<file path="src/rtl/pgc_pkg.sv">
package pgc_pkg;
   // Byte offsets decoded by software
   localparam int unsigned OFS_CLAMP_STAT = 32'h02C;
   localparam int unsigned OFS_TOGGLE     = 32'h030;
   localparam int unsigned OFS_CLAMP_CMD  = 32'h034;
   localparam int unsigned OFS_PWR_STAT   = 32'h038;
   // Toggle register fields
   localparam int unsigned TOG_START_BIT  = 8;
   localparam int unsigned TOG_ID_W       = 5;
   localparam int unsigned MAX_PART       = 32;
   localparam int unsigned POLL_WINDOW_US = 100;
endpackage

</file>
<file path="src/rtl/pgc_regif.sv">
module pgc_regif
   import pgc_pkg::*;
#(
   parameter int unsigned NUM_PART = 32,
   parameter int unsigned ADDR_W   = 12
) (
   input  logic [ADDR_W-1:0]   addr,
   input  logic                we,
   input  logic [31:0]         wdata,
   input  logic                tog_busy,
   input  logic [TOG_ID_W-1:0] tog_id,
   input  logic [NUM_PART-1:0] pwr,
   input  logic [NUM_PART-1:0] clamp,
   input  logic [NUM_PART-1:0] pend,
   output logic                tog_req,
   output logic [TOG_ID_W-1:0] tog_req_id,
   output logic                rel_req,
   output logic [NUM_PART-1:0] rel_mask,
   output logic [31:0]         rdata
);
   localparam logic [ADDR_W-1:0] A_CSTAT = ADDR_W'(OFS_CLAMP_STAT);
   localparam logic [ADDR_W-1:0] A_TOG   = ADDR_W'(OFS_TOGGLE);
   localparam logic [ADDR_W-1:0] A_CCMD  = ADDR_W'(OFS_CLAMP_CMD);
   localparam logic [ADDR_W-1:0] A_PSTAT = ADDR_W'(OFS_PWR_STAT);
   localparam logic [5:0]        PART_LIM = 6'(NUM_PART);

   logic id_ok;

   assign tog_req_id = wdata[TOG_ID_W-1:0];
   assign id_ok      = {1'b0, tog_req_id} < PART_LIM;
   assign tog_req    = we && (addr == A_TOG) && wdata[TOG_START_BIT] && id_ok;
   assign rel_req    = we && (addr == A_CCMD);
   assign rel_mask   = wdata[NUM_PART-1:0];

   always_comb begin
      rdata = '0;
      case (addr)
         A_CSTAT: rdata[NUM_PART-1:0] = clamp;
         A_PSTAT: rdata[NUM_PART-1:0] = pwr;
         A_CCMD:  rdata[NUM_PART-1:0] = pend;
         A_TOG: begin
            rdata[TOG_START_BIT]  = tog_busy;
            rdata[TOG_ID_W-1:0]   = tog_id;
         end
         default: rdata = '0;
      endcase
   end
endmodule

</file>
<file path="src/rtl/pgc_toggle_eng.sv">
module pgc_toggle_eng
   import pgc_pkg::*;
#(
   parameter int unsigned NUM_PART = 32,
   parameter int unsigned LAT      = 16
) (
   input  logic                clk,
   input  logic                rst,
   input  logic                req,
   input  logic [TOG_ID_W-1:0] req_id,
   output logic                busy,
   output logic [TOG_ID_W-1:0] id,
   output logic [NUM_PART-1:0] pwr,
   output logic [NUM_PART-1:0] off_now
);
   localparam int unsigned CW = $clog2(LAT + 1);
   localparam logic [CW-1:0] CNT_LOAD = CW'(LAT - 1);

   logic [CW-1:0] cnt;
   logic          fin;

   assign fin = busy && (cnt == '0);

   always_ff @(posedge clk) begin
      if (rst) begin
         busy <= 1'b0;
         cnt  <= '0;
         id   <= '0;
      end else if (!busy) begin
         if (req) begin
            busy <= 1'b1;
            cnt  <= CNT_LOAD;
            id   <= req_id;
         end
      end else if (fin) begin
         busy <= 1'b0;
      end else begin
         cnt <= cnt - 1'b1;
      end
   end

   for (genvar g = 0; g < NUM_PART; g++) begin : g_part
      logic hit;
      assign hit        = fin && (id == TOG_ID_W'(g));
      assign off_now[g] = hit && pwr[g];
      always_ff @(posedge clk) begin
         if (rst)      pwr[g] <= 1'b0;
         else if (hit) pwr[g] <= ~pwr[g];
      end
   end
endmodule

</file>
<file path="src/rtl/pgc_clamp_eng.sv">
module pgc_clamp_eng #(
   parameter int unsigned NUM_PART = 32,
   parameter int unsigned LAT      = 8
) (
   input  logic                clk,
   input  logic                rst,
   input  logic                req,
   input  logic [NUM_PART-1:0] mask,
   input  logic [NUM_PART-1:0] pwr,
   input  logic [NUM_PART-1:0] off_now,
   output logic [NUM_PART-1:0] clamp,
   output logic [NUM_PART-1:0] pend,
   output logic                err
);
   localparam int unsigned CW    = $clog2(LAT + 1);
   localparam int unsigned IDX_W = (NUM_PART > 1) ? $clog2(NUM_PART) : 1;
   localparam logic [CW-1:0] CNT_LOAD = CW'(LAT - 1);

   logic              act;
   logic [IDX_W-1:0]  sel;
   logic [CW-1:0]     cnt;
   logic              cancel;
   logic [NUM_PART-1:0] avail;
   logic [IDX_W-1:0]  low_idx;
   logic [NUM_PART-1:0] rel;
   logic              reject;

   assign avail  = pend & ~off_now;
   assign cancel = act && off_now[sel];
   assign reject = req && ((mask & ~pwr) != '0);

   // lowest-index pick among pending partitions
   always_comb begin
      low_idx = '0;
      for (int i = NUM_PART - 1; i >= 0; i--) begin
         if (avail[i]) low_idx = IDX_W'(i);
      end
   end

   always_ff @(posedge clk) begin
      if (rst) begin
         act <= 1'b0;
         sel <= '0;
         cnt <= '0;
      end else if (act) begin
         if (cancel || cnt == '0) act <= 1'b0;
         else                     cnt <= cnt - 1'b1;
      end else if (avail != '0) begin
         act <= 1'b1;
         sel <= low_idx;
         cnt <= CNT_LOAD;
      end
   end

   always_ff @(posedge clk) begin
      if (rst)         err <= 1'b0;
      else if (reject) err <= 1'b1;
   end

   for (genvar g = 0; g < NUM_PART; g++) begin : g_part
      logic accept;
      assign rel[g] = act && !cancel && (cnt == '0) && (sel == IDX_W'(g));
      assign accept = req && mask[g] && pwr[g];
      always_ff @(posedge clk) begin
         if (rst) begin
            clamp[g] <= 1'b1;
            pend[g]  <= 1'b0;
         end else if (off_now[g]) begin
            clamp[g] <= 1'b1;
            pend[g]  <= 1'b0;
         end else if (rel[g]) begin
            clamp[g] <= 1'b0;
            pend[g]  <= 1'b0;
         end else if (accept) begin
            pend[g]  <= 1'b1;
         end
      end
   end
endmodule

</file>
<file path="src/rtl/pgate_ctrl.sv">
module pgate_ctrl
   import pgc_pkg::*;
#(
   parameter int unsigned NUM_PART      = 32,
   parameter int unsigned ADDR_W        = 12,
   parameter int unsigned TOGGLE_CYCLES = 16,
   parameter int unsigned CLAMP_CYCLES  = 8,
   parameter int unsigned CLK_MHZ       = 125
) (
   input  logic                clk,
   input  logic                rst,
   input  logic [ADDR_W-1:0]   bus_addr,
   input  logic                bus_we,
   input  logic [31:0]         bus_wdata,
   output logic [31:0]         bus_rdata,
   output logic [NUM_PART-1:0] pwr_en,
   output logic [NUM_PART-1:0] clamp,
   output logic                clamp_err
);
   localparam int unsigned WINDOW_CYC = POLL_WINDOW_US * CLK_MHZ;
   localparam int unsigned CLAMP_WORST = NUM_PART * (CLAMP_CYCLES + 1);

   if (NUM_PART < 1 || NUM_PART > MAX_PART) begin : g_bad_part
      $error("pgate_ctrl: NUM_PART must be 1..32");
   end
   if (ADDR_W < 7 || ADDR_W > 32) begin : g_bad_addr
      $error("pgate_ctrl: ADDR_W must be 7..32");
   end
   if (TOGGLE_CYCLES < 1 || CLAMP_CYCLES < 1) begin : g_bad_lat
      $error("pgate_ctrl: latencies must be at least 1");
   end
   if (TOGGLE_CYCLES >= WINDOW_CYC || CLAMP_WORST >= WINDOW_CYC) begin : g_bad_window
      $error("pgate_ctrl: latency exceeds polling window");
   end

   logic                tog_req;
   logic [TOG_ID_W-1:0] tog_req_id;
   logic                tog_busy;
   logic [TOG_ID_W-1:0] tog_id;
   logic [NUM_PART-1:0] off_now;
   logic                rel_req;
   logic [NUM_PART-1:0] rel_mask;
   logic [NUM_PART-1:0] clr_pend;

   pgc_regif #(.NUM_PART(NUM_PART), .ADDR_W(ADDR_W)) u_regif (
      .addr       (bus_addr),
      .we         (bus_we),
      .wdata      (bus_wdata),
      .tog_busy   (tog_busy),
      .tog_id     (tog_id),
      .pwr        (pwr_en),
      .clamp      (clamp),
      .pend       (clr_pend),
      .tog_req    (tog_req),
      .tog_req_id (tog_req_id),
      .rel_req    (rel_req),
      .rel_mask   (rel_mask),
      .rdata      (bus_rdata)
   );

   pgc_toggle_eng #(.NUM_PART(NUM_PART), .LAT(TOGGLE_CYCLES)) u_toggle (
      .clk     (clk),
      .rst     (rst),
      .req     (tog_req),
      .req_id  (tog_req_id),
      .busy    (tog_busy),
      .id      (tog_id),
      .pwr     (pwr_en),
      .off_now (off_now)
   );

   pgc_clamp_eng #(.NUM_PART(NUM_PART), .LAT(CLAMP_CYCLES)) u_clamp (
      .clk     (clk),
      .rst     (rst),
      .req     (rel_req),
      .mask    (rel_mask),
      .pwr     (pwr_en),
      .off_now (off_now),
      .clamp   (clamp),
      .pend    (clr_pend),
      .err     (clamp_err)
   );
endmodule

</file>
<file path="config.mk">
export PLATFORM = sky130hd
export DESIGN_NAME = pgate_ctrl
export DESIGN_NICKNAME = d
export VERILOG_FILES = /design/src/rtl/pgc_pkg.sv /design/src/rtl/pgc_regif.sv /design/src/rtl/pgc_toggle_eng.sv /design/src/rtl/pgc_clamp_eng.sv /design/src/rtl/pgate_ctrl.sv
export SDC_FILE = /design/constraint.sdc
export NUM_CORES = 1
export LEC_CHECK = 0
export ABC_AREA = 0
export BUFFER_PORTS_ARGS = -buffer_cell sky130_fd_sc_hd__buf_4
export CAP_MARGIN = 20
export CORE_ASPECT_RATIO = 1.4
export CORE_MARGIN = 8
export CORE_UTILIZATION = 45
export CTS_BUF_LIST = sky130_fd_sc_hd__clkbuf_8
export DETAILED_ROUTE_END_ITERATION = 10
export PLACE_DENSITY = 0.68
export SLEW_MARGIN = 40
export SYNTH_ARGS = -nofsm -noshare
export SYNTH_HDL_FRONTEND = slang
export SYNTH_SLANG_ARGS = --single-unit
</file>
<file path="constraint.sdc">
create_clock -name clk -period 4.55 [get_ports clk]
set_input_delay 0.91 -clock clk [delete_from_list [all_inputs] [get_ports clk]]
set_output_delay 0.91 -clock clk [all_outputs]
set_load 0.01 [all_outputs]
</file>
==> results.sh <==
export IMPL_status="complete, no violations"
export IMPL_fillers=1473
export IMPL_gp_congestion=1.00
export IMPL_m1WireLength_um=10600
export IMPL_clockBufferDepth=2
export IMPL_drive_gt1_share_pct=24.4
export IMPL_worstSetupEndpointType="output pin"
export IMPL_path_clk_slew_ns=0.07
export IMPL_required_ns=3.64
export IMPL_antenna_found_initial=0
export IMPL_drc=0
export IMPL_rsz0062_at_grt="false"
export IMPL_slew_headroom_pct=45.5
export IMPL_max_clock_freq_mhz=275
export IMPL_n_antenna_cell=0
export IMPL_maxCapViolations=0
export IMPL_hold_path_class="reg2reg"
export IMPL_antenna_left=0
export IMPL_overflow=0
export IMPL_wl_um=27600
export IMPL_pwr_density_cell_mw_per_mm2=252
export IMPL_route_met2_wl_um=13300
export IMPL_cts_hold_buf=0
export IMPL_die_h_um=163
export IMPL_synthSimpleGateAreaFrac_pct=24.3
export IMPL_top_layer="met4"
export IMPL_multi_input_area_mm2=0.00406
export IMPL_period_share_pct=79.9
export IMPL_grt_usage_pct=27.8
export IMPL_synth_flop_cell="dfxtp_1"
export IMPL_wl_per_cell_um=23.0
export IMPL_fin_tns_setup_ns=0
export IMPL_setup_violations=0
export IMPL_grt_pass1_wl_um=42600
export IMPL_reg2reg_slack_ns=1.16
export IMPL_synth_seq_area_share_pct=34.0
export IMPL_port_buffers=143
export IMPL_synth_top_family_by_area="compound AO/OA/AOI/OAI gates"
export IMPL_syn_cell_area_mm2=0.00696
export IMPL_clkLatencyLatePin_ns=0.45
export IMPL_start_kind="input pin"
export IMPL_cts_resized=0
export IMPL_cts_inserted_buffers=17
export IMPL_ys_async_sr_fraction_pct=0
export IMPL_vdd_ir_drop_max_mv=0.146
export IMPL_leakage_uw=0.00358
export IMPL_critPathMaxFanout=6
export IMPL_vias_per_cell=6.37
export IMPL_syn_nets=923
export IMPL_wl_met3_um=2260
export IMPL_yosys_area_top_type_share_pct=34.0
export IMPL_dieArea_mm2=0.0198
export IMPL_ys_types=83
export IMPL_worst_slew_pin_transition_ns=0.817
export IMPL_grt_max_degree=66
export IMPL_synth_mux_area_share_pct=0.432
export IMPL_coreArea_mm2=0.0153
export IMPL_synth_compound_area_share_pct=28.6
export IMPL_finalWorstSetupSlack_ns=0.914
export IMPL_clk_root_buffer_cell="clkbuf_8"
export IMPL_cp_arrival_ns=2.73
export IMPL_synth_fa_ha_area_share_pct=0.540
export IMPL_yosys_area_top_type="dfxtp_1"
export IMPL_avgSynthCellArea_um2=7.97
export IMPL_num_vias=7630
export IMPL_initial_core_util_pct=45.4
export IMPL_io_pins=144
export IMPL_post_cts_buffers=0
export IMPL_drt_first_pass_iters=9
export IMPL_synth_xor_area_share_pct=4.28
export IMPL_yosys_warnings=0
export IMPL_hold_viol=0
export IMPL_detailed_place_hpwl_um=20400
export IMPL_syn_inst=873
export IMPL_dpl_worst_slack_ns=0.890
export IMPL_htree_levels=4
export IMPL_cts_tree="built"
export IMPL_clock_sink_count=118
export IMPL_synth_edf_count=0
export IMPL_synthTopCellsByArea="dfxtp_1 (34%), nor2_1 (4.9%), a222oi_1 (4.6%), nand2_1 (4.1%), inv_1 (3.8%)"
export IMPL_drv_slew=0
export IMPL_synth_seq_cells=118
export IMPL_syn2layout_area_growth_pct=23.7
export IMPL_rows=54
export IMPL_finalClockSkew_ns=0.0128
export IMPL_first_iter_violations=804
export IMPL_grt_pass1_vias=7499
export IMPL_fp_dieW_um=121
export IMPL_critPathKind="in2out"
export IMPL_fin_crit_ns=3.64
export IMPL_final_nets=1040
export IMPL_regArea_mm2=0.00236
[metrics by stage]
stage	total power [µW]	util, %	std cells	cell area, µm²	hold WS [ns]
2_1_floorplan	1080	-	873	6960	0.441
3_3_place_gp	1130	53.3	1167	8180	0.454
3_5_place_dp	1130	53.4	1167	8180	0.457
4_1_cts	2170	56.1	1198	8610	0.466
5_1_grt	2230	56.1	1198	8610	0.495
6_report	2170	56.1	1198	8610	0.465
[metal layers]
metal / vias up / GRT usage (%)
met1: 3615 / 32.2
li1: 3462 / -
met4: 0 / 17.8
met5: - / 0
met2: 460 / 45.8
met3: 93 / 5.78
[cell usage in the layout, fill, tap and decap left out, drive strengths merged, types with 10 or more instances in the layout]
master / n
a211oi: 15
o21ai: 15
a31oi: 26
a221o: 20
dfxtp: 118
and3: 16
a21oi: 35
nor3: 16
nand4: 14
a31o: 16
nor2b: 10
nor2: 92
o41ai: 13
inv: 73
xnor2: 28
buf: 167
nand2: 77
and2: 23
o31ai: 12
clkbuf: 19
a222oi: 32
nand3: 37
[critical path, stage by stage]
cell,delay [ns]
buf_4,0.11
nor4_1,0.36
nand4_1,0.27
nor3_1,0.66
a222oi_1,0.20
nand2_1,0.11
buf_4,0.12
[cells in the mapped netlist (4+ instances only)]
master / n
nand4_1: 14
o41ai_1: 7
and2_1: 21
and3_1: 16
nand3_1: 36
nand3b_1: 4
a211o_1: 7
nor2b_1: 10
nor3b_1: 5
or3b_2: 4
xor2_1: 6
xnor2_1: 28
a211oi_1: 15
o22ai_1: 6
nand2b_1: 4
a222oi_1: 32
a21oi_1: 35
nor4_1: 6
a21bo_2: 4
o31ai_1: 10
a221o_1: 20
a22o_1: 7
a22oi_1: 9
o41ai_2: 5
inv_1: 70
buf_2: 15
nor2_1: 91
a31oi_1: 26
dfxtp_1: 118
nor3_1: 15
o21ai_0: 15
nand2_1: 76
clkbuf_1: 48
a31o_2: 14
[power by group]
group	internal (µW)	total (µW)	switching, µW
Sequential	1030	1030	0.0170
Combinational	34.4	77.8	43.4
Clock	614	1060	442
[cells by family after synthesis]
family	after synthesis
adders and majority gates	3
AOI/OAI and AO/OA	245
xor gates and xnor gates	34
buffers and inverters	139
and+or+nand+nor	331
muxes	3
DFF	118
[sequential cells by signal, summed over array words and instances (netlist names), 4 cells and up]
| register | flops |
|---|---|
| u_clamp.clamp | 32 |
| u_clamp.pend | 32 |
| u_toggle.pwr | 32 |
| u_clamp.sel | 5 |
| u_toggle.cnt | 5 |
| u_toggle.id | 5 |
| u_clamp.cnt | 4 |
[layout make-up]
cell class / instances / share of cell area, %
clock buffers: 19 / 3.04
flip-flops and latches: 118 / 27.4
repair buffers: 167 / 14.6
clock inverters: 12 / 1.88
multi-input cells: 616 / 47.2
inverters: 70 / 3.05
well taps: 196 / 2.85
[final timing paths]
check                                       from          endpoint  cells past startpoint
worst max-delay path                 bus_addr[9]      bus_rdata[8]                      7
worst min register to register  u_clamp.clamp[2]  u_clamp.clamp[2]                      2
worst min-delay path            u_clamp.clamp[2]  u_clamp.clamp[2]                      2
worst max register to register    u_toggle.id[1]    u_clamp.cnt[1]                      9
Power figures use the tool's default switching activity.
